File: config.mk
export PLATFORM = sky130hd
export DESIGN_NAME = adc_i2c_rd_slave
export DESIGN_NICKNAME = d
export VERILOG_FILES = /design/src/rtl/adc_i2c_pkg.sv /design/src/rtl/i2c_bus_monitor.sv /design/src/rtl/adc_result_hold.sv /design/src/rtl/adc_i2c_rd_slave.sv
export SDC_FILE = /design/constraint.sdc
export NUM_CORES = 1
export LEC_CHECK = 0
export CAP_MARGIN = 10
export CORE_ASPECT_RATIO = 1.75
export CORE_MARGIN = 8
export CORE_UTILIZATION = 57
export CTS_CLUSTER_DIAMETER = 150
export DETAILED_ROUTE_END_ITERATION = 16
export GPL_TIMING_DRIVEN = 0
export PLACE_DENSITY = 0.86
export SETUP_SLACK_MARGIN = 0.4
export SYNTH_ARGS = -nofsm -noshare
export SYNTH_HDL_FRONTEND = slang
export SYNTH_SLANG_ARGS = --single-unit
File: constraint.sdc
create_clock -name clk -period 2.7 [get_ports clk]
set_clock_uncertainty 0.1 [all_clocks]
set_input_delay 0.405 -clock clk [delete_from_list [all_inputs] [get_ports clk]]
set_output_delay 0.405 -clock clk [all_outputs]
set_load 0.1 [all_outputs]
File: src/rtl/adc_i2c_pkg.sv
package adc_i2c_pkg;
  typedef enum logic [2:0] {
    LK_IDLE,
    LK_ADDR,
    LK_ADDR_ACK,
    LK_TX,
    LK_TX_ACK,
    LK_PARK
  } link_state_t;

  localparam logic [6:0] ADDR_STRAP_LO = 7'b0010100;
  localparam logic [6:0] ADDR_STRAP_HI = 7'b1010100;
endpackage

File: src/rtl/i2c_bus_monitor.sv
module i2c_bus_monitor #(
  parameter int STAGES = 2
) (
  input  logic clk,
  input  logic rst_n,
  input  logic scl_in,
  input  logic sda_in,
  output logic scl_s,
  output logic sda_s,
  output logic scl_rise,
  output logic scl_fall,
  output logic start_det,
  output logic stop_det
);
  localparam int DEPTH = STAGES + 1;

  logic [1:0] line_in;
  logic [DEPTH-1:0] chain [2];

  assign line_in = {sda_in, scl_in};

  // One synchronizer chain per bus line; the last stage is the previous sample.
  for (genvar g = 0; g < 2; g++) begin : g_line
    always_ff @(posedge clk or negedge rst_n) begin
      if (!rst_n) chain[g] <= '1;
      else        chain[g] <= {chain[g][DEPTH-2:0], line_in[g]};
    end
  end

  logic scl_prev, sda_prev;
  assign scl_s    = chain[0][STAGES-1];
  assign scl_prev = chain[0][STAGES];
  assign sda_s    = chain[1][STAGES-1];
  assign sda_prev = chain[1][STAGES];

  assign scl_rise  = scl_s & ~scl_prev;
  assign scl_fall  = ~scl_s & scl_prev;
  assign start_det = scl_s & scl_prev & sda_prev & ~sda_s;
  assign stop_det  = scl_s & scl_prev & ~sda_prev & sda_s;
endmodule

File: src/rtl/adc_result_hold.sv
module adc_result_hold #(
  parameter int W = 16
) (
  input  logic         clk,
  input  logic         rst_n,
  input  logic         res_valid,
  input  logic [W-1:0] res_data,
  output logic [W-1:0] held
);
  always_ff @(posedge clk or negedge rst_n) begin
    if (!rst_n)         held <= '0;
    else if (res_valid) held <= res_data;
  end

  assert_store_last_R10: assert property (@(posedge clk) disable iff (!rst_n)
    res_valid |=> held == $past(res_data));
  assert_hold_idle_R10: assert property (@(posedge clk) disable iff (!rst_n)
    !res_valid |=> $stable(held));
endmodule

File: src/rtl/adc_i2c_rd_slave.sv
module adc_i2c_rd_slave
  import adc_i2c_pkg::*;
#(
  parameter int         RES_W  = 16,
  parameter int         STAGES = 2,
  parameter logic [6:0] ADDR_A = ADDR_STRAP_LO,
  parameter logic [6:0] ADDR_B = ADDR_STRAP_HI
) (
  input  logic             clk,
  input  logic             rst_n,
  input  logic             scl_in,
  input  logic             sda_in,
  output logic             sda_pull,
  input  logic             addr_pick,
  input  logic [RES_W-1:0] res_data,
  input  logic             res_valid,
  input  logic             conv_busy
);
  localparam int NBYTES = RES_W / 8;
  localparam int IDX_W  = (NBYTES > 1) ? $clog2(NBYTES) : 1;
  localparam logic [IDX_W-1:0] IDX_LAST = IDX_W'(NBYTES - 1);

  logic scl_s, sda_s, scl_rise, scl_fall, start_det, stop_det;
  logic [RES_W-1:0] held, snap;

  i2c_bus_monitor #(.STAGES(STAGES)) u_mon (
    .clk(clk), .rst_n(rst_n), .scl_in(scl_in), .sda_in(sda_in),
    .scl_s(scl_s), .sda_s(sda_s), .scl_rise(scl_rise), .scl_fall(scl_fall),
    .start_det(start_det), .stop_det(stop_det)
  );

  adc_result_hold #(.W(RES_W)) u_hold (
    .clk(clk), .rst_n(rst_n), .res_valid(res_valid), .res_data(res_data),
    .held(held)
  );

  link_state_t      st;
  logic [2:0]       bit_cnt;
  logic [6:0]       addr_sr;
  logic [7:0]       tx_byte;
  logic [IDX_W-1:0] idx;
  logic [7:0]       next_byte;
  logic [6:0]       own_addr;
  logic [7:0]       first_byte;

  assign own_addr   = addr_pick ? ADDR_B : ADDR_A;
  assign first_byte = {addr_sr, sda_s};

  always_comb begin
    next_byte = '0;
    for (int k = 0; k < NBYTES; k++)
      if (idx == IDX_W'(k)) next_byte = snap[(NBYTES-1-k)*8 +: 8];
  end

  always_ff @(posedge clk or negedge rst_n) begin
    if (!rst_n) begin
      st       <= LK_IDLE;
      bit_cnt  <= '0;
      addr_sr  <= '0;
      tx_byte  <= '0;
      idx      <= '0;
      snap     <= '0;
      sda_pull <= 1'b0;
    end else if (stop_det) begin
      st       <= LK_IDLE;
      sda_pull <= 1'b0;
    end else if (start_det) begin
      st       <= LK_ADDR;
      bit_cnt  <= '0;
      sda_pull <= 1'b0;
    end else begin
      case (st)
        LK_ADDR: if (scl_rise) begin
          addr_sr <= first_byte[6:0];
          if (bit_cnt == 3'd7) begin
            bit_cnt <= '0;
            idx     <= '0;
            if (first_byte == {own_addr, 1'b1} && !conv_busy) begin
              st   <= LK_ADDR_ACK;
              snap <= held;
            end else begin
              st <= LK_PARK;
            end
          end else begin
            bit_cnt <= bit_cnt + 3'd1;
          end
        end
        LK_ADDR_ACK: if (scl_fall) begin
          if (!sda_pull) begin
            sda_pull <= 1'b1;
          end else begin
            st       <= LK_TX;
            tx_byte  <= next_byte;
            sda_pull <= ~next_byte[7];
            idx      <= (idx == IDX_LAST) ? '0 : idx + 1'b1;
          end
        end
        LK_TX: if (scl_fall) begin
          if (bit_cnt == 3'd7) begin
            st       <= LK_TX_ACK;
            bit_cnt  <= '0;
            sda_pull <= 1'b0;
          end else begin
            tx_byte  <= {tx_byte[6:0], 1'b0};
            sda_pull <= ~tx_byte[6];
            bit_cnt  <= bit_cnt + 3'd1;
          end
        end
        LK_TX_ACK: begin
          if (scl_rise && sda_s) begin
            st <= LK_PARK;
          end else if (scl_fall) begin
            st       <= LK_TX;
            tx_byte  <= next_byte;
            sda_pull <= ~next_byte[7];
            idx      <= (idx == IDX_LAST) ? '0 : idx + 1'b1;
          end
        end
        default: ;
      endcase
    end
  end

  assert_pull_scl_low_R8: assert property (@(posedge clk) disable iff (!rst_n)
    $rose(sda_pull) |-> !scl_s);
  assert_stop_idle_R2: assert property (@(posedge clk) disable iff (!rst_n)
    stop_det |=> (st == LK_IDLE && !sda_pull));
  assert_start_restart_R1: assert property (@(posedge clk) disable iff (!rst_n)
    (start_det && !stop_det) |=> (st == LK_ADDR && bit_cnt == 3'd0));
  assert_busy_refuse_R5: assert property (@(posedge clk) disable iff (!rst_n)
    (st == LK_ADDR && scl_rise && bit_cnt == 3'd7 && conv_busy && !start_det && !stop_det)
      |=> st == LK_PARK);
  assert_drive_owner_R4: assert property (@(posedge clk) disable iff (!rst_n)
    sda_pull |-> (st == LK_ADDR_ACK || st == LK_TX));
  assert_nak_release_R9: assert property (@(posedge clk) disable iff (!rst_n)
    (st == LK_TX_ACK && scl_rise && sda_s && !start_det && !stop_det)
      |=> (st == LK_PARK && !sda_pull));
endmodule

==> reports/results.tsv <==
stage	metric	value	unit
global_routing	grt-ovfl-total	0	
route	initialDrtViolationCount	73	
sta	finalSetupViolCount	0	
route	remaining_drc_errors	0	
yosys	yosys_warnings	0	
floorplanning	die_w	69.2	um
final_layout	final_common_cell	dfrtp_1	
clock_tree	clock_path_buffers	2	
sta	relSlewSlack	36.7	%
yosys	synth_seq_cells	60	
route	wl	5.53	mm
critical_path	critPathLaunchType	flip-flop	
critical_path	crit_required	2810	ps
route	vias	1935	
power_and_ir_drop	p_per_area	779	mW/mm^2
floorplanning	start_util	57.8	%
power_and_ir_drop	ir_worst_vdd	0.611	mV
yosys	synthArstFlopShare	100	%
clock_tree	cts_tree	yes	
route	route.antenna.remaining_nets	0	
placed_design	place.gp.congestion	0.907	
final_layout	multi_input_area	0.00125	mm^2
global_routing	antenna_found_initial	0	
critical_path	critPathMaxFanout	10	
power_and_ir_drop	p_int	1.73	mW
sta	slew_viol_final	0	
clock_tree	numCtsBuffers	9	
route	first_pass_iters	4	
route	avgRoutedWirePerCell	16.9	um
yosys	synth_cells	234	
power_and_ir_drop	seq_power_share	42.4	%
critical_path	crit_path_end_kind	flip-flop	
floorplanning	rows	34	
global_routing	grt_usage	15.5	%
final_layout	design_area	0.00335	mm^2
critical_path	crit_chain	clkbuf_4 -> nor4bb_2 -> and3_4 -> nand3_4 -> buf_6 -> mux2_1	
clock_tree	cts_sinks	60	
yosys	synth_top_family_by_area	multiplexers	
yosys	synth_edf_count	0	
final_layout	final_cell_mix	dfrtp_1 (53), nand2_1 (33), mux2_2 (22)	
global_routing	first_global_vias	2038	
placed_design	dp_hpwl	3.85	mm
yosys	ys_seq_area_share	53.4	%
power_and_ir_drop	total_power	2.61	mW
final_layout	fillerInstances	335	
final_layout	layout.nets	295	
floorplanning	die_area	0.00756	mm^2
clock_tree	clk_latency	330	ps
critical_path	worstPathArrival	2280	ps
critical_path	crit_path_top_delay_cell	dfstp_2	
power_and_ir_drop	p_leak	1.54	nW
critical_path	worstSetupPathType	flip-flop to flip-flop	
clock_tree	clk_pin_slew_worst_paths	60	ps
final_layout	register_area	0.00151	mm^2
final_layout	drive_gt1_share	27.0	%
clock_tree	cts-root-buf	clkbuf_8	
yosys	synth_adder_area_share	0.885	%
power_and_ir_drop	p_sw	0.875	mW
flow_run	cap_viol_max_count	0	
power_and_ir_drop	clkPwrFrac	25.8	%
sta	rsz0062_at_grt	false	
yosys	synth-xor-area-share	0.929	%
yosys	synth_fp_nets	259	
route	vias_per_cell	5.90	
final_layout	post-route-util	68.4	%
placed_design	port_buffers	22	
final_layout	syn2layout_area_growth	18.3	%
power_and_ir_drop	comb_power_share	31.8	%
yosys	synth.distinct_cells	51	
final_layout	antenna_cells	0	
yosys	synthesis.area	0.00283	mm^2
placed_design	dpl-instance-area	0.00313	mm^2
global_routing	grt_first_pass_wirelength	9.44	mm
floorplanning	fp.dieH	109	um
sta	clock.fmax	461	MHz
yosys	synth.area.mux_share	19.1	%
outcome	status	complete, no violations	
critical_path	cp_slowest_stage_delay	530	ps
floorplanning	core	0.00489	mm^2
sta	period_needed	2170	ps
hold_path	hp-class	flip-flop to flip-flop	
yosys	synth-simple-area-share	13.1	%
power_and_ir_drop	swShare	33.6	%
sta	hold_viol	0	
yosys	synth_area_per_cell	12.1	um^2
floorplanning	io_pins	24	
clock_tree	h-tree-depth	3	
yosys	synth_ff_type	dfrtp_1	
global_routing	grt_max_degree	43	
sta	tightest_slew	954	ps
sta	fin_crit_sh	80.3	%
yosys	synth_compound_area_share	9.65	%
power groups by stage:
stage	Sequential [mW]	Clock, mW	Combinational, mW
5_1_grt	1.12	0.730	0.905
3_5_place_dp	1.12	0	0.785
4_1_cts	1.10	0.693	0.785
6_report	1.11	0.673	0.829
3_3_place_gp	1.11	0	0.759
2_1_floorplan	1.14	0	0.562
critical path, delay by kind of cell, from the launching register on:
family	cells	cell delay [ps]
buffers and inverters	2	390
multiplexers	1	320
AND/OR/NAND/NOR	3	710
flip-flops	1	530
through the flow:
step	TNS [ps]	hold WS [ps]	std cells	worst slack (ps)
finish	0	257	328	533
detailed placement	0	249	311	371
global route	0	263	328	403
global placement	-35080	246	310	-854
floorplan	0	9.41	234	686
CTS	0	258	327	432
cell usage after synthesis (all sizes together), types with 2 or more instances:
master,n,area [um^2]
ha,2,25.0
and2,2,12.5
or2,2,12.5
o22ai,2,12.5
xnor2,2,17.5
a221oi,2,17.5
nor2,6,22.5
o22a,2,26.3
nand2,33,124
nor3b,2,25.0
a21oi,4,20.0
dfrtp,54,1350
buf,9,55.1
nand2b,4,25.0
o21ai,13,76.3
nor2b,3,26.3
nand3,7,47.6
mux2i,9,90.1
clkbuf,4,15.0
a31oi,2,12.5
inv,4,15.0
dfstp,6,158
nand3b,2,15.0
mux2,38,450
cell type report:
cell class	instances	share of cell area (%)
clock buffer	10	4.11
timing repair buffer	25	7.89
sequential	60	45.1
tap	54	2.02
inverter	4	0.449
multi-input combinational	157	37.2
buffer	13	2.28
clock inverter	5	0.860
path summary, 6_finish.rpt:
check / startpoint / to / slack (ps) / depth (start not counted)
max reg2reg: u_mon.sda_s$_DFF_PN1_ / snap[12]$_DFFE_PN0P_ / 530 / 6
min in group asynchronous: rst_n / addr_sr[5]$_DFFE_PN0P_ / 450 / 2
max in group asynchronous: rst_n / sda_pull$_DFFE_PN0P_ / 1480 / 3
max: u_mon.sda_s$_DFF_PN1_ / snap[12]$_DFFE_PN0P_ / 530 / 6
min reg2reg: u_mon.chain[0]$_DFF_PN1_ / u_mon.sda_s$_DFF_PN1_ / 260 / 0
min: u_mon.chain[0]$_DFF_PN1_ / u_mon.sda_s$_DFF_PN1_ / 260 / 0
cells by family (layout without fill, tap and decap cells):
family,count (synthesis),in the layout
mux,47,47
fa+ha+maj,2,2
buf+inv,17,57
xor+xnor,3,3
simple gates,69,69
compound gates,36,36
flops,60,60
flip-flops by register name, summed over array words and instances (netlist names):
name	flops
addr_sr	7
bit_cnt	3
idx	1
sda_pull	1
snap	16
st	3
tx_byte	7
u_hold.held	16
u_mon.chain	4
u_mon.scl_s	1
u_mon.sda_s	1
repair_timing:
| item | in CTS | in global routing |
|---|---|---|
| hold buffers | 1 | 0 |
| resized for setup | 2 | 5 |
| setup endpoints to repair | 2 | 16 |
| buffers inserted | 0 | 1 |
| hold endpoints to repair | 12 | 0 |
| pin swaps | 0 | 2 |
layer usage:
layer  GRT usage, %  share of wire [%]  vias to the layer above
met5              0                  0                        -
met4           9.28                3.8                        0
met3           4.37                3.4                       20
met2           27.1                 53                       55
met1           16.2                 40                      957
li1               -                  -                      903
Power figures use the tool's default switching activity.
